--- src/rtl/uart_mm_pkg.sv ---
package uart_mm_pkg;
  localparam logic [4:0] OFF_DATA  = 5'h00;
  localparam logic [4:0] OFF_STATE = 5'h04;
  localparam logic [4:0] OFF_CTRL  = 5'h08;
  localparam logic [4:0] OFF_INT   = 5'h0C;
  localparam logic [4:0] OFF_BAUD  = 5'h10;

  localparam int C_TX_EN   = 0;
  localparam int C_RX_EN   = 1;
  localparam int C_TX_IE   = 2;
  localparam int C_RX_IE   = 3;
  localparam int C_TXO_IE  = 4;
  localparam int C_RXO_IE  = 5;

  localparam int DIV_MIN    = 16;
  localparam int FRAME_BITS = 10;
  localparam int DATA_BITS  = 8;

  typedef enum logic [1:0] {RX_IDLE, RX_START, RX_DATA, RX_STOP} rx_state_e;
endpackage

--- src/rtl/uart_mm_tx.sv ---
module uart_mm_tx import uart_mm_pkg::*; #(
  parameter int DIV_W = 21
) (
  input  logic             clk_i,
  input  logic             rst_ni,
  input  logic             start_i,
  input  logic [7:0]       data_i,
  input  logic [DIV_W-1:0] div_i,
  output logic             busy_o,
  output logic             txd_o
);
  localparam int BC_W = $clog2(FRAME_BITS);

  logic [FRAME_BITS-1:0] sh_q;
  logic [BC_W-1:0]       bit_q;
  logic [DIV_W-1:0]      tick_q;

  always_ff @(posedge clk_i or negedge rst_ni) begin
    if (!rst_ni) begin
      sh_q   <= '1;
      bit_q  <= '0;
      tick_q <= '0;
      busy_o <= 1'b0;
    end else if (!busy_o) begin
      if (start_i) begin
        sh_q   <= {1'b1, data_i, 1'b0};
        bit_q  <= '0;
        tick_q <= div_i - 1'b1;
        busy_o <= 1'b1;
      end
    end else if (tick_q == '0) begin
      if (bit_q == BC_W'(FRAME_BITS - 1)) begin
        busy_o <= 1'b0;
      end else begin
        sh_q   <= {1'b1, sh_q[FRAME_BITS-1:1]};
        bit_q  <= bit_q + 1'b1;
        tick_q <= div_i - 1'b1;
      end
    end else begin
      tick_q <= tick_q - 1'b1;
    end
  end

  assign txd_o = sh_q[0];

  p_idle_high_r2: assert property (@(posedge clk_i) disable iff (!rst_ni)
    !busy_o |-> txd_o);
  p_start_low_r2: assert property (@(posedge clk_i) disable iff (!rst_ni)
    (!busy_o && start_i) |=> (busy_o && !txd_o));
endmodule

--- src/rtl/uart_mm_rx.sv ---
module uart_mm_rx import uart_mm_pkg::*; #(
  parameter int DIV_W = 21
) (
  input  logic             clk_i,
  input  logic             rst_ni,
  input  logic             en_i,
  input  logic             rxd_i,
  input  logic [DIV_W-1:0] div_i,
  output logic             valid_o,
  output logic [7:0]       data_o
);
  localparam int BC_W = $clog2(DATA_BITS);

  rx_state_e        st_q;
  logic [1:0]       sync_q;
  logic [DIV_W-1:0] tick_q;
  logic [BC_W-1:0]  bit_q;
  logic [7:0]       sh_q;
  logic             rxd_s;

  assign rxd_s = sync_q[1];

  always_ff @(posedge clk_i or negedge rst_ni) begin
    if (!rst_ni) begin
      sync_q  <= 2'b11;
      st_q    <= RX_IDLE;
      tick_q  <= '0;
      bit_q   <= '0;
      sh_q    <= '0;
      valid_o <= 1'b0;
      data_o  <= '0;
    end else begin
      sync_q  <= {sync_q[0], rxd_i};
      valid_o <= 1'b0;
      if (!en_i) begin
        st_q <= RX_IDLE;
      end else begin
        unique case (st_q)
          RX_IDLE: if (!rxd_s) begin
            st_q   <= RX_START;
            tick_q <= (div_i >> 1) - 1'b1;
          end
          RX_START: if (tick_q == '0) begin
            st_q   <= rxd_s ? RX_IDLE : RX_DATA;
            tick_q <= div_i - 1'b1;
            bit_q  <= '0;
          end else tick_q <= tick_q - 1'b1;
          RX_DATA: if (tick_q == '0) begin
            sh_q   <= {rxd_s, sh_q[7:1]};
            tick_q <= div_i - 1'b1;
            if (bit_q == BC_W'(DATA_BITS - 1)) st_q <= RX_STOP;
            else bit_q <= bit_q + 1'b1;
          end else tick_q <= tick_q - 1'b1;
          RX_STOP: if (tick_q == '0) begin
            valid_o <= rxd_s;  // low stop bit: framing error, drop
            data_o  <= sh_q;
            st_q    <= RX_IDLE;
          end else tick_q <= tick_q - 1'b1;
          default: st_q <= RX_IDLE;
        endcase
      end
    end
  end

  p_valid_from_stop_r7: assert property (@(posedge clk_i) disable iff (!rst_ni)
    valid_o |-> ($past(st_q) == RX_STOP && $past(rxd_s)));
  p_disabled_quiet_r8: assert property (@(posedge clk_i) disable iff (!rst_ni)
    !$past(en_i) |-> !valid_o);
endmodule

--- src/rtl/uart_mm.sv ---
module uart_mm import uart_mm_pkg::*; #(
  parameter int DIV_W = 21
) (
  input  logic             clk_i,
  input  logic             rst_ni,
  input  logic [4:0]       addr_i,
  input  logic             wr_en_i,
  input  logic             rd_en_i,
  input  logic [DIV_W-1:0] wdata_i,
  output logic [DIV_W-1:0] rdata_o,
  output logic             txd_o,
  input  logic             rxd_i,
  output logic             tx_irq_o,
  output logic             rx_irq_o,
  output logic             ovr_irq_o
);
  logic [5:0]       ctrl_q;
  logic [3:0]       int_q;
  logic [DIV_W-1:0] baud_q, eff_div;
  logic [7:0]       tx_buf_q, rx_buf_q, rx_data;
  logic             tx_full_q, rx_full_q, tx_ovr_q, rx_ovr_q;
  logic             tx_busy, tx_load, rx_valid, rx_take;
  logic             wr_data, wr_state, wr_ctrl, wr_int, wr_baud, rd_data;
  logic             tx_ovr_ev, rx_ovr_ev;

  assign wr_data  = wr_en_i && addr_i == OFF_DATA;
  assign wr_state = wr_en_i && addr_i == OFF_STATE;
  assign wr_ctrl  = wr_en_i && addr_i == OFF_CTRL;
  assign wr_int   = wr_en_i && addr_i == OFF_INT;
  assign wr_baud  = wr_en_i && addr_i == OFF_BAUD;
  assign rd_data  = rd_en_i && addr_i == OFF_DATA;

  assign eff_div   = (baud_q < DIV_W'(DIV_MIN)) ? DIV_W'(DIV_MIN) : baud_q;
  assign tx_load   = tx_full_q && ctrl_q[C_TX_EN] && !tx_busy;
  assign tx_ovr_ev = wr_data && tx_full_q;
  assign rx_take   = rx_valid && !rx_full_q;
  assign rx_ovr_ev = rx_valid && rx_full_q;

  uart_mm_tx #(.DIV_W(DIV_W)) u_tx (
    .clk_i, .rst_ni, .start_i(tx_load), .data_i(tx_buf_q), .div_i(eff_div),
    .busy_o(tx_busy), .txd_o
  );

  uart_mm_rx #(.DIV_W(DIV_W)) u_rx (
    .clk_i, .rst_ni, .en_i(ctrl_q[C_RX_EN]), .rxd_i, .div_i(eff_div),
    .valid_o(rx_valid), .data_o(rx_data)
  );

  always_ff @(posedge clk_i or negedge rst_ni) begin
    if (!rst_ni) begin
      ctrl_q    <= '0;
      int_q     <= '0;
      baud_q    <= DIV_W'(DIV_MIN);
      tx_buf_q  <= '0;
      rx_buf_q  <= '0;
      tx_full_q <= 1'b0;
      rx_full_q <= 1'b0;
      tx_ovr_q  <= 1'b0;
      rx_ovr_q  <= 1'b0;
    end else begin
      if (wr_ctrl) ctrl_q <= wdata_i[5:0];
      if (wr_baud) baud_q <= wdata_i;

      if (wr_data && !tx_full_q) begin
        tx_buf_q  <= wdata_i[7:0];
        tx_full_q <= 1'b1;
      end else if (tx_load) begin
        tx_full_q <= 1'b0;
      end

      if (rx_take) begin
        rx_buf_q  <= rx_data;
        rx_full_q <= 1'b1;
      end else if (rd_data) begin
        rx_full_q <= 1'b0;
      end

      tx_ovr_q <= (tx_ovr_q && !(wr_state && wdata_i[2])) || tx_ovr_ev;
      rx_ovr_q <= (rx_ovr_q && !(wr_state && wdata_i[3])) || rx_ovr_ev;
      // new events win over a same-cycle clear
      int_q <= (int_q & ~({4{wr_int}} & wdata_i[3:0]))
             | {rx_ovr_ev, tx_ovr_ev, rx_take, tx_load};
    end
  end

  always_comb begin
    rdata_o = '0;
    unique case (addr_i)
      OFF_DATA:  rdata_o[7:0] = rx_buf_q;
      OFF_STATE: rdata_o[3:0] = {rx_ovr_q, tx_ovr_q, rx_full_q, tx_full_q};
      OFF_CTRL:  rdata_o[5:0] = ctrl_q;
      OFF_INT:   rdata_o[3:0] = int_q;
      OFF_BAUD:  rdata_o      = baud_q;
      default:   rdata_o      = '0;
    endcase
  end

  assign tx_irq_o  = int_q[0] && ctrl_q[C_TX_IE];
  assign rx_irq_o  = int_q[1] && ctrl_q[C_RX_IE];
  assign ovr_irq_o = (int_q[2] && ctrl_q[C_TXO_IE]) || (int_q[3] && ctrl_q[C_RXO_IE]);

  p_load_frees_buf_r3: assert property (@(posedge clk_i) disable iff (!rst_ni)
    tx_load |=> (!tx_full_q && int_q[0] && tx_busy));
  p_tx_drop_r4: assert property (@(posedge clk_i) disable iff (!rst_ni)
    (wr_data && tx_full_q && !tx_load) |=> ($stable(tx_buf_q) && tx_ovr_q && int_q[2]));
  p_rx_accept_r5: assert property (@(posedge clk_i) disable iff (!rst_ni)
    rx_take |=> (rx_full_q && int_q[1]));
  p_rx_keep_r6: assert property (@(posedge clk_i) disable iff (!rst_ni)
    rx_ovr_ev |=> ($stable(rx_buf_q) && rx_ovr_q && int_q[3]));
  p_no_tx_when_off_r2: assert property (@(posedge clk_i) disable iff (!rst_ni)
    !ctrl_q[C_TX_EN] |-> !tx_load);
endmodule

--- config.mk ---
export PLATFORM = sky130hd
export DESIGN_NAME = uart_mm
export DESIGN_NICKNAME = d
export VERILOG_FILES = /design/src/rtl/uart_mm_pkg.sv /design/src/rtl/uart_mm_tx.sv /design/src/rtl/uart_mm_rx.sv /design/src/rtl/uart_mm.sv
export SDC_FILE = /design/constraint.sdc
export NUM_CORES = 1
export LEC_CHECK = 0
export CORE_AREA = 2 2 118 120
export CTS_BUF_LIST = sky130_fd_sc_hd__clkbuf_2 sky130_fd_sc_hd__clkbuf_4 sky130_fd_sc_hd__clkbuf_8
export CTS_CLUSTER_SIZE = 8
export DETAILED_ROUTE_END_ITERATION = 8
export DIE_AREA = 0 0 120 122
export GPL_ROUTABILITY_DRIVEN = 0
export MAX_ROUTING_LAYER = met4
export PLACE_DENSITY_LB_ADDON = 0.1
export SYNTH_ARGS = -nofsm -noshare
export SYNTH_HDL_FRONTEND = slang
export SYNTH_SLANG_ARGS = --single-unit
--- constraint.sdc ---
create_clock -name clk_i -period 4.35 [get_ports clk_i]
set_input_delay 0.6525 -clock clk_i [delete_from_list [all_inputs] [get_ports clk_i]]
set_output_delay 0.6525 -clock clk_i [all_outputs]
set_load 0.02 [all_outputs]
Word level (Yosys, flattened, before mapping)
Cells that the tools add are included.
W data, S select, Z words.
{ "classes": {"reduce_logical": 44, "addsub": 6, "magnitude_cmp": 1, "bitwise_logic": 4, "n_mux": 44, "n_mul": 0, "eq_ne": 22, "div_mod_pow": 0, "n_shift": 0} }
{ "ops": {"columns": ["operator", "n"], "rows": [
  ["$mux W21", 8],
  ["$pmux W21 S3", 1],
  ["$sub A21 B1 Y21 const B", 3],
  ["$logic_not A21 Y1", 2],
  ["$mux W10", 4],
  ["$lt A21 B5 Y1 const B", 1],
  ["$sub A20 B1 Y21 const B", 1],
  ["$logic_and A1 B1 Y1", 20],
  ["$pmux W4 S5", 1],
  ["$mux W4", 4],
  ["$mux W2", 7],
  ["$mux W13", 1],
  ["$ne A3 B2 Y1 const B", 4],
  ["$reduce_and A3 Y1", 4],
  ["$mux W1", 11],
  ["$eq A5 B4 Y1 const B", 2],
  ["$ne A2 B2 Y1 const B", 5],
  ["$reduce_and A5 Y1", 2],
  ["$mux W3", 3],
  ["$and A4 B4 Y4", 2],
  ["$pmux W2 S4", 1],
  ["$reduce_bool A2 Y1", 4],
  ["$ne A3 B3 Y1 const B", 2],
  ["$pmux W2 S3", 1],
  ["other kinds (19)", 27]
]} }
{ "totals": {"reg_bits": 132, "ram_bits": 0, "elab_cells": 141, "n_memories": 0, "romBits": 0, "out_inout_bits": 25, "latchBits": 0} }

Depth between registers and ports, before layout
Gate-level depths: netlist of run 1.
{ "logic_depth": {"depth_word": 6, "mapped_depth": 12, "ltp_nobuf": 11} }

Modules after synthesis
From an unflattened synthesis of run 1, not the netlist that was laid out.
{ "hier_totals": {"hier_cells": 920, "area_unflattened_um2": 8545.7} }
{ "by_module_without_submodules": {"columns": ["module", "instances", "cells_per_inst", "seq_area_each_um2", "area_each_um2"], "rows": [
  ["uart_mm_rx", 1, 416, 1128.6, 3646.0],
  ["uart_mm", 1, 213, 1277.5, 2497.4],
  ["uart_mm_tx", 1, 291, 887.1, 2402.3]
]} }

Worst setup path before layout of run 1
Ideal clock, no wire load.
{ "synth_path": {"path_type": "register to register", "startpoint": "register baud_q[17]", "endpoint": "register u_rx.tick_q[15]", "path_stages_with_launch": 13, "period_less_slack_ns": 3.290, "t_required_ns": 4.204, "setup_ns": 0.146, "slack_ns": 1.060, "t_arrival_ns": 3.143, "n_path_buf": 1, "cell_sequence": "dfrtp_1 > buf_2 > or4_4 > nor4_4 > nand2_1 > nand2_1 > ha_1 > nor4b_1 > and2_1 > nand3_1 > xnor2_1 > a221oi_1 > a311oi_1"} }
{ "synth_via": {"elab_chain_len": 5} }
{ "synth_rtl": {"columns": ["element", "line_no", "text"], "rows": [
  ["start: declaration", "uart_mm.sv:19", "logic [DIV_W-1:0] baud_q, eff_div;"],
  ["start signal: assignment", "uart_mm.sv:53", "baud_q <= DIV_W'(DIV_MIN);"],
  ["start signal: assignment", "uart_mm.sv:62", "if (wr_baud) baud_q <= wdata_i;"],
  ["$lt A21 B5 Y1 *", "uart_mm.sv:33", "assign eff_div = (baud_q < DIV_W'(DIV_MIN)) ? DIV_W'(DIV_MIN) : baud_q;"],
  ["$mux W21 *", "uart_mm.sv:33", null],
  ["$sub A21 B1 Y21 or $sub A20 B1 Y21 (tied branches)", "uart_mm_rx.sv:45, uart_mm_rx.sv:50, uart_mm_rx.sv:41", null],
  ["$mux W21 (on tied branches)", "uart_mm_rx.sv:43, uart_mm_rx.sv:48, uart_mm_rx.sv:39", null],
  ["$pmux W21 S3 *", "uart_mm_rx.sv:38", "unique case (st_q)"],
  ["end signal: assignment", "uart_mm_rx.sv:45", "tick_q <= div_i - 1'b1;"],
  ["end signal: assignment", "uart_mm_rx.sv:47", "end else tick_q <= tick_q - 1'b1;"],
  ["end signal: assignment", "uart_mm_rx.sv:50", "tick_q <= div_i - 1'b1;"],
  ["end: declaration", "uart_mm_rx.sv:16", "logic [DIV_W-1:0] tick_q;"]
]} }
Every way passes the cells marked *; elsewhere a longest branch is shown, timed or not. The select of a mux whose other input is x is not followed.
A chain may end at the register's enable or synchronous reset.

Worst setup path after layout of run 1
{ "layout_path": {"startpoint": "register baud_q[17]", "endpoint": "register u_rx.tick_q[13]"} }
Same word-level chain as after synthesis.

==> metrics.md, run 1 <==
| Metric | Value |
|---|---|
| Layout fillers | 1082 |
| Register area | 3290 µm² |
| Vias in the first global route | 6524 |
| Critical Path Fanout Max | 8 |
| Finished Core Util | 0.658 |
| Pin count of the biggest net entering global routing | 63 |
| DIE AREA | 14600 µm² |
| Synth Warn # | 0 |
| Total Power | 4730 µW |
| Hold-fix buffers, CTS | 0 |
| Setup TNS | 0 ns |
| Worst hold path type | in -> async |
| Worst Reg-to-Reg Cells | 11 |
| Primary FF master, synth | dfrtp_1 |
| Tot GR Track Use | 0.316 |
| Reg-to-Reg Start | baud_q[17]$_DFFE_PN0P_ |
| Global route total overflow | 0 |
| Iter 0 DRT Violations | 770 |
| Final clock period utilization by the worst path | 0.886 |
| Final Slew Violations | 0 |
| Peak ir drop on the vdd network | 0.297 mV |
| Routed len/inst | about 21 µm |
| Sequential share of the synthesized area | 0.422 |
| Rows | 43 |
| Unique cell type count in the Yosys netlist | 69 |
| CTS Sinks | 131 |
| Min Tclk post-route | approximately 3.9 ns |
| CP max stage delay | 0.60 ns |
| # diodes | 0 |
| Worst skew pair latency | 0.46 ns |
| Worst Max-Slew Pin Slew | about 1.2 ns |
| Cell count after synthesis | roughly 800 |
| DP Wirelength | 15.8 mm |
| EDFF count, synth | 0 |
| H-tree Lvls | 4 |
| Via count | 6783 |
| PortBufs | 55 |
| F_max | ~260 MHz |
| Max Cap Violations | 0 |
| Top delay family on crit path | simple AND/OR/NAND/NOR gates |
| Synth Register Bits | 131 |
| Die X | 120 µm |
| CP Class | reg -> reg |
| I/O Pins | 56 |
| CTS resizes | 0 |
| Area of the multi-input gates | 4250 µm² |
| DRC Markers | 0 |
| Layout area overhead | 13.8% |
| CP Launch Type | flop |
| Antenna violations before repair | 0 |
| Setup crit start | baud_q[17]$_DFFE_PN0P_ |
| Final WL | 21.6 mm |
| Relative slew slack | 0.192 |
| Starting Density | 0.578 |
| CP Buf/Inv Count | 0 |
| Worst path arrival time | 4.23 ns |
| DP Area | 8480 µm² |
| Drt pass-1 iters | 6 |
| Final hold vios | 0 |
| Layout cells sized above 1 | 0.171 |
| Share of flip-flops with an asynchronous set or reset | 1.00 |
| First-pass GRT wire length | roughly 35 mm |
| Hold WS | 0.252 ns |
| Layout Skew | 0.0112 ns |
| Leak Pwr | between 0.003 and 0.004 µW |
| Root buf cell | clkbuf_8 |
| Nets | about 880 |
| Num CTS Buffers | 17 |
| CP Cell Sequence | or4_4, nor4_4, nand2_1, nand2_1, ha_1, nor4b_1, nand3_1, nor3_1, xor2_1, a221oi_1, nor3_1 |
| Clock Pin Slew Worst Setup and Hold Paths | 0.09 ns |
| Mapped Nets | 840 |
| R2r endpoint | u_rx.tick_q[13]$_DFFE_PN0P_ |
| Worst path slowest cell | or4_4 |
| Mean Syn Cell Area | between 9 and 10 µm² |
| CP required | 4.73 ns |
| Max clock buf depth | 2 |
| Die height | approximately 120 µm |
| RSZ-0062 raised after global routing | false |
| Pwr/cell area | 533 nW/µm² |
| Final Cell Area | 8880 µm² |
| Mapped Area | 7800 µm² |
| Via-to-Cell Ratio | 6.60 |
| R2r setup slk | between 0.4 and 0.5 ns |
| Status | complete, no violations |
| Setup violations, final | 0 |
| Core footprint | approximately 14000 µm² |
| ANT nets after route | 0 |
| Crit. End Element | flop |
| CTS tree | built |
| Post-CTS Setup Repair Bufs | 0 |
-- report_power, final --
group	switching [µW]	total [µW]	internal, µW
Clock	535	1060	522
Sequential	429	1970	1540
Combinational	1010	1700	695
Total	1970	4730	2760
-- worst reg2reg max path, delay by kind of cell, from the launching register on --
kind / cells / cell delay, ns
AO/OA/AOI/OAI: 1 / 0.16
XOR/XNOR: 1 / 0.37
adder cells (fa/ha/maj): 1 / 0.26
flip-flops: 1 / 0.50
AND/OR/NAND/NOR: 8 / 2.49
-- layout by cell type (no fill, tap or decap), types with 13 or more instances in the layout --
master / n
mux2_2: 60
nand3_1: 24
nor3_1: 38
clkbuf_8: 17
xnor2_1: 19
inv_1: 17
buf_4: 14
nand2_1: 66
nor2_1: 53
and2_1: 18
a21oi_1: 25
xor2_1: 29
o21ai_0: 36
dfrtp_1: 119
clkdlybuf4s50_1: 54
mux2i_1: 18
ha_1: 13
nor4_1: 17
-- layer usage --
layer | GRT usage | up-vias | part of all wire
li1 | - | 3028 | -
met1 | 0.402 | 3287 | 0.41
met2 | 0.464 | 373 | 0.45
met3 | 0.0688 | 95 | 0.089
met4 | 0.188 | 0 | 0.058
met5 | - | - | 0
-- how the worst max path moves through the flow --
stage,to,slack [ns],cells after the start
2_1_floorplan,u_rx.tick_q[15]$_DFFE_PN0P_,1.06,12
3_3_place_gp,u_rx.tick_q[13]$_DFFE_PN0P_,0.65,11
3_5_place_dp,u_rx.tick_q[13]$_DFFE_PN0P_,0.54,11
4_1_cts,u_rx.tick_q[13]$_DFFE_PN0P_,0.51,11
5_1_grt,u_rx.tick_q[13]$_DFFE_PN0P_,0.18,11
6_report,u_rx.tick_q[13]$_DFFE_PN0P_,0.49,11
-- synthesized netlist by cell type, types with 4 or more instances --
master    instances  area (µm²)
a211oi_1          4        30.0
a21o_1            8        60.1
a21oi_1          25         125
a221o_1           4        40.0
a221oi_1          7        61.3
a22o_1           12         105
a22oi_1           7        52.6
a31o_2            5        43.8
a31oi_1          12        75.1
a32o_1            5        50.1
and2_1           18         113
and4_1            4        35.0
buf_1             5        18.8
buf_2            13        65.1
clkbuf_1         30         113
dfrtp_1         119        2980
dfstp_2          12         315
ha_1             13         163
inv_1            17        63.8
mux2_2           60         676
mux2i_1          18         180
nand2_1          66         248
nand2b_1          7        43.8
nand3_1          24         120
nand4_1           7        43.8
nor2_1           53         199
nor3_1           39         195
nor4_1           17         106
nor4_4            5         106
o21ai_0          36         180
o21ai_1           4        20.0
o221ai_1          4        35.0
o22ai_1           7        43.8
o31ai_1           8        60.1
or3_1             9        56.3
or4_1             4        30.0
or4_4             5        56.3
xnor2_1          19         166
xor2_1           29         254
-- sequential cells by signal, indices dropped and copies added (netlist names), 6 cells and up --
register,cells
rx_buf_q,8
u_rx.data_o,8
baud_q,21
u_tx.sh_q,9
ctrl_q,6
u_rx.sh_q,8
u_rx.tick_q,21
tx_buf_q,8
u_tx.tick_q,21
-- kinds of logic (layout without fill, tap and decap cells) --
kind of cell	after synthesis	count (layout)	share of synthesized area
buffers and inverters	67	118	0.0353
multiplexers	78	78	0.110
adder cells (fa/ha/maj)	13	13	0.0208
AO/OA/AOI/OAI	174	174	0.155
AND/OR/NAND/NOR	285	285	0.203
flip-flops	131	131	0.422
XOR/XNOR	48	48	0.0539
-- final cells by class --
class                   count  share of cell area
clock inverters            15              0.0187
flip-flops and latches    131               0.371
well taps                 180              0.0254
clock buffers              17              0.0263
inverters                  18             0.00761
multi-input cells         598               0.479
repair buffers             68              0.0727
-- metrics by stage --
step | setup WS [ns] | std cells
2_1_floorplan | 1.06 | 796
3_3_place_gp | 0.648 | 995
3_5_place_dp | 0.535 | 995
4_1_cts | 0.506 | 1027
5_1_grt | 0.182 | 1027
6_report | 0.495 | 1027
(Power assumes the default switching activity.)
==> run 2, diff against run 1 <==
--- a/config.mk
+++ b/config.mk
@@ -13,6 +13,7 @@
 export GPL_ROUTABILITY_DRIVEN = 0
 export MAX_ROUTING_LAYER = met4
 export PLACE_DENSITY_LB_ADDON = 0.1
+export SKIP_LAST_GASP = 1
 export SYNTH_ARGS = -nofsm -noshare
 export SYNTH_HDL_FRONTEND = slang
 export SYNTH_SLANG_ARGS = --single-unit
==> constraint.sdc (replaced) <==
create_clock -name clk_i -period 4.47 [get_ports clk_i]
set_input_delay 0.6705 -clock clk_i [delete_from_list [all_inputs] [get_ports clk_i]]
set_output_delay 0.6705 -clock clk_i [all_outputs]
set_load 0.02 [all_outputs]
==> metrics.md, run 2 (synthesized netlist as in run 1, its figures left out) <==
| Metric | Value |
|---|---|
| Layout Skew | between 0.01 and 0.015 ns |
| Max Cap Violations | 0 |
| Setup TNS | 0 ns |
| F_max | 247 MHz |
| ANT nets after route | 0 |
| DIE AREA | about 15000 µm² |
| Total Power | 4590 µW |
| # diodes | 0 |
| Setup violations, final | 0 |
| Num CTS Buffers | 17 |
| Switching pwr | about 1900 µW |
| Relative slew slack | 0.259 |
| R2r endpoint | u_rx.tick_q[12]$_DFFE_PN0P_ |
| Root buf cell | clkbuf_8 |
| Worst hold path type | in -> async |
| H-tree Lvls | 4 |
| RSZ-0062 raised after global routing | false |
| Hold-fix buffers, CTS | 0 |
| Routed len/inst | 21.0 µm |
| DRC Markers | 0 |
| Final WL | 21.6 mm |
| Tot GR Track Use | 0.317 |
| Final hold vios | 0 |
| Non-filler cells, final | 1029 |
| Peak ir drop on the vdd network | 0.322 mV |
| Placed cells | 997 |
| Switching Share | 0.422 |
| Top delay family on crit path | simple AND/OR/NAND/NOR gates |
| Worst skew pair latency | 0.46 ns |
| DP Area | 8510 µm² |
| Most frequent cells in the layout | 119 x dfrtp_1, 66 x nand2_1, 60 x mux2_2 |
| Final clock period utilization by the worst path | 0.906 |
| Clock share of power | 0.218 |
| Leak Pwr | approximately 0.0037 µW |
| CTS Sinks | 131 |
| Vias in the first global route | around 6600 |
| Critical Path Fanout Max | 8 |
| Iter 0 DRT Violations | about 750 |
| Finished Core Util | 0.659 |
| Global route total overflow | 0 |
| Via-to-Cell Ratio | 6.58 |
| Layout fillers | 1079 |
| R2r setup slk | 0.42 ns |
| Die X | 120 µm |
| Drt pass-1 iters | 9 |
| Layout area overhead | 14.0% |
| CP Buf/Inv Count | 0 |
| Worst Reg-to-Reg Cells | 11 |
| Min Tclk post-route | ~4.1 ns |
| Pin count of the biggest net entering global routing | between 70 and 80 |
| PortBufs | 55 |
| CP Cell Sequence | or4_4, nor4_4, nand2_1, nand2_1, ha_1, nor4b_1, nand2b_1, nor4_1, xor2_1, o22ai_1, a21oi_1 |
| Via count | 6772 |
| Most frequent CP cell | nand2_1 |
| Layout cells sized above 1 | 0.173 |
| Final Slew Violations | 0 |
| CP max stage delay | 0.61 ns |
| Most common cell after layout, fill and taps aside | dfrtp_1 |
| Status | complete, no violations |
| Starting Density | 0.578 |
| Max clock buf depth | 2 |
| Internal power | around 2600 µW |
| Post-CTS Setup Repair Bufs | 0 |
| CP Class | reg -> reg |
| Worst path arrival time | 4.42 ns |
| Nets | 880 |
| Final Cell Area | 8890 µm² |
| Worst Max-Slew Pin Slew | ~1.1 ns |
| Core footprint | around 14000 µm² |
| Top Registers | baud_q (21), u_rx.tick_q (21), u_tx.tick_q (21) |
| Antenna violations before repair | 0 |
| CTS tree | built |
| Crit. End Element | flop |
| Reg-to-Reg Start | baud_q[17]$_DFFE_PN0P_ |
| CP required | 4.84 ns |
| First-pass GRT wire length | 35.0 mm |
| Clock Pin Slew Worst Setup and Hold Paths | 0.08 ns |
| Rows | 43 |
| CTS resizes | 0 |
| I/O Pins | 56 |
| DP Wirelength | around 15 mm |
| Pwr/cell area | 516 nW/µm² |
| Die height | 122 µm |
| CP Launch Type | flop |
| Combinational Power Share | 0.360 |
| Worst path slowest cell | or4_4 |
| Register share of total power | 0.422 |
## run 2: cell count changes in the layout (fill, tap and decap cells not counted), sizes merged
cell,previous run,this run
clkinv,5,1
clkinvlp,2,5
buf,14,16
clkbuf,17,18
inv,24,25
bufinv,2,1
## run 2: power groups by stage
stage	logic (µW)	registers, µW	clock network, µW
global placement	1570	1920	0
floorplan	1280	1750	0
global route	1810	1980	1070
CTS	1630	1920	1020
finish	1650	1930	999
detailed placement	1620	1940	0
## run 2: layout make-up
type / count / area [µm²] / area share
clock buffers: 18 / 241 / 0.0271
clock inverters: 14 / 143 / 0.0160
inverters: 18 / 67.6 / 0.00760
multi-input cells: 598 / 4250 / 0.478
flip-flops and latches: 131 / 3290 / 0.370
well taps: 180 / 225 / 0.0253
repair buffers: 70 / 673 / 0.0757
## run 2: worst max path at each step
stage	start	slack, ns	endpoint	depth (start not counted)
global route	baud_q[17]$_DFFE_PN0P_	0.17	u_rx.tick_q[12]$_DFFE_PN0P_	11
detailed placement	baud_q[17]$_DFFE_PN0P_	0.64	u_rx.tick_q[12]$_DFFE_PN0P_	11
CTS	baud_q[17]$_DFFE_PN0P_	0.54	u_rx.tick_q[12]$_DFFE_PN0P_	11
global placement	addr_i[3]	0.91	rdata_o[0]	6
floorplan	baud_q[17]$_DFFE_PN0P_	1.18	u_rx.tick_q[15]$_DFFE_PN0P_	12
finish	baud_q[17]$_DFFE_PN0P_	0.42	u_rx.tick_q[12]$_DFFE_PN0P_	11
## run 2: per-stage QoR
step | setup slack, ns | hold slack [ns]
finish | 0.420 | 0.261
global route | 0.172 | 0.296
CTS | 0.538 | 0.279
detailed placement | 0.643 | 0.352
global placement | 0.914 | 0.352
floorplan | 1.18 | 0.345
## run 2: worst register-to-register path, cell delays in order, from the launching register on
cell      delay, ns
dfrtp_1        0.51
or4_4          0.61
nor4_4         0.40
nand2_1        0.20
nand2_1        0.17
ha_1           0.27
nor4b_1        0.59
nand2b_1       0.31
nor4_1         0.47
xor2_1         0.19
o22ai_1        0.09
a21oi_1        0.17
## run 2: layer usage
metal,up-vias,part of all wire,track usage
li1,3035,-,-
met1,3285,0.42,0.419
met2,380,0.46,0.472
met3,72,0.082,0.0655
met4,0,0.041,0.145
met5,-,0,-
==> run 3, diff against run 2 <==
--- a/config.mk
+++ b/config.mk
@@ -11,6 +11,7 @@
 export DETAILED_ROUTE_END_ITERATION = 8
 export DIE_AREA = 0 0 120 122
 export GPL_ROUTABILITY_DRIVEN = 0
+export GPL_TIMING_DRIVEN = 0
 export MAX_ROUTING_LAYER = met4
 export PLACE_DENSITY_LB_ADDON = 0.1
 export SKIP_LAST_GASP = 1
==> metrics.md, run 3 (synthesized netlist as in run 1, its figures left out) <==
| Metric | Value |
|---|---|
| Status | complete, no violations |
| Final Slew Violations | 0 |
| Worst path arrival time | 4.51 ns |
| RSZ-0062 raised after global routing | false |
| Global route total overflow | 0 |
| DIE AREA | 14600 µm² |
| Final hold vios | 0 |
| Layout fillers | 1072 |
| Layout Skew | approximately 0.012 ns |
| R2r setup slk | around 0.30 ns |
| Antenna violations before repair | 0 |
| Setup violations, final | 0 |
| Peak ir drop on the vdd network | 0.339 mV |
| CTS tree | built |
| Worst skew pair latency | 0.46 ns |
| Via-to-Cell Ratio | 6.54 |
| Max Cap Violations | 0 |
| Vias in the first global route | 6713 |
| CP Class | reg -> reg |
| DRC Markers | 0 |
| Num CTS Buffers | 17 |
| M1 WL | around 9.0 mm |
| Layout cells sized above 1 | 0.163 |
| Critical Path Fanout Max | 8 |
| PortBufs | between 50 and 60 |
| Rows | between 40 and 50 |
| WL met2 | 9.89 mm |
| Final setup margin | 0.302 ns |
| Pre-CTS setup slack | around 0.57 ns |
| I/O Pins | 56 |
| Most common cell after layout, fill and taps aside | dfrtp_1 |
| Clock Pin Slew Worst Setup and Hold Paths | 0.08 ns |
| Layout area overhead | 14.9% |
| Most frequent cells in the layout | 119 x dfrtp_1, 66 x nand2_1, 60 x mux2_2 |
| Wire length on met3 | 1.94 mm |
| Drt pass-1 iters | 6 |
| Top Registers | baud_q (21), u_rx.tick_q (21), u_tx.tick_q (21) |
| Iter 0 DRT Violations | 749 |
| Tot GR Track Use | 0.322 |
| # diodes | 0 |
| CTS Sinks | about 130 |
| Non-filler cells, final | 1063 |
| Routed len/inst | 20.5 µm |
| Via count | between 6000 and 7000 |
| Post-CTS Setup Repair Bufs | 0 |
| Final clock period utilization by the worst path | 0.932 |
| Pwr/cell area | slightly above 500 nW/µm² |
| Relative slew slack | 0.248 |
| Core footprint | 13500 µm² |
| Nets | 914 |
| Die height | 122 µm |
| F_max | 240 MHz |
| Hold-fix buffers, CTS | 0 |
| ANT nets after route | 0 |
| Die X | 120 µm |
| Worst Max-Slew Pin Slew | ~1.1 ns |
| Placed cells | around 1000 |
| Crit. End Element | flop |
| First-pass GRT wire length | between 30 and 40 mm |
| CTS resizes | 0 |
| H-tree Lvls | 4 |
| DP Wirelength | 15.9 mm |
| Pin count of the biggest net entering global routing | 98 |
| CP required | 4.82 ns |
| Min Tclk post-route | ~4.2 ns |
| Leak Pwr | between 0.003 and 0.004 µW |
| Starting Density | 0.578 |
| Worst hold path type | in -> async |
| Max clock buf depth | 2 |
| DR top layer | met4 |
| Root buf cell | clkbuf_8 |
| CP Launch Type | flop |
| Final WL | 21.8 mm |
[run 3: cell types whose count changed in the layout (fill, tap and decap cells not counted), sizes merged]
cell | before | now
buf | 16 | 21
clkdlybuf4s50 | 54 | 53
inv | 25 | 28
clkbuf | 18 | 47
clkinv | 1 | 3
bufinv | 1 | 0
clkinvlp | 5 | 2
[run 3: power by group]
group,switching [µW],internal [µW]
Clock,538,407
Combinational,1110,693
Sequential,330,1500
Total,1980,2600
[run 3: worst paths after layout]
check,depth (start not counted),to,start
max,12,u_tx.tick_q[17]$_DFFE_PN0P_,baud_q[15]$_DFFE_PN0P_
min,1,u_tx.tick_q[4]$_DFFE_PN0P_,rst_ni
max reg2reg,12,u_tx.tick_q[17]$_DFFE_PN0P_,baud_q[15]$_DFFE_PN0P_
min reg2reg,0,u_rx.sync_q[1]$_DFF_PN1_,u_rx.sync_q[0]$_DFF_PN1_
max in group asynchronous,2,u_rx.sync_q[0]$_DFF_PN1_,rst_ni
min in group clk_i,0,u_rx.sync_q[1]$_DFF_PN1_,u_rx.sync_q[0]$_DFF_PN1_
[run 3: critical path, cell delays in order (launching register included)]
cell      delay [ns]
dfrtp_1         0.36
clkbuf_1        0.22
or4_4           0.58
nor4_4          0.42
nand2_1         0.23
nand2_1         0.20
ha_1            0.26
nor4b_1         0.59
nand3_1         0.25
nor3_1          0.30
xor2_1          0.31
nor2_1          0.08
a311oi_1        0.25
[run 3: through the flow]
stage	hold slack [ns]	TNS [ns]	area (µm²)	power (µW)	util
detailed placement	0.353	0	8600	3580	0.637
global route	0.102	0	8960	4850	0.664
CTS	0.0813	0	8960	4540	0.664
finish	0.0911	0	8960	4580	0.664
floorplan	0.345	0	7800	3030	-
global placement	0.347	-279.44	8570	3510	0.635
[run 3: layout make-up]
type,count,area [µm²],area share
plain buffers,49,208,0.0232
clock buffers,17,234,0.0261
clock inverters,15,133,0.0148
inverters,18,67.6,0.00754
multi-input cells,598,4240,0.472
flip-flops and latches,131,3290,0.367
well taps,180,225,0.0251
repair buffers,55,569,0.0635
[run 3: routing by layer]
layer,up-vias,global-route usage
met4,0,0.151
met2,444,0.494
met3,90,0.0445
met1,3314,0.425
met5,-,-
li1,3107,-
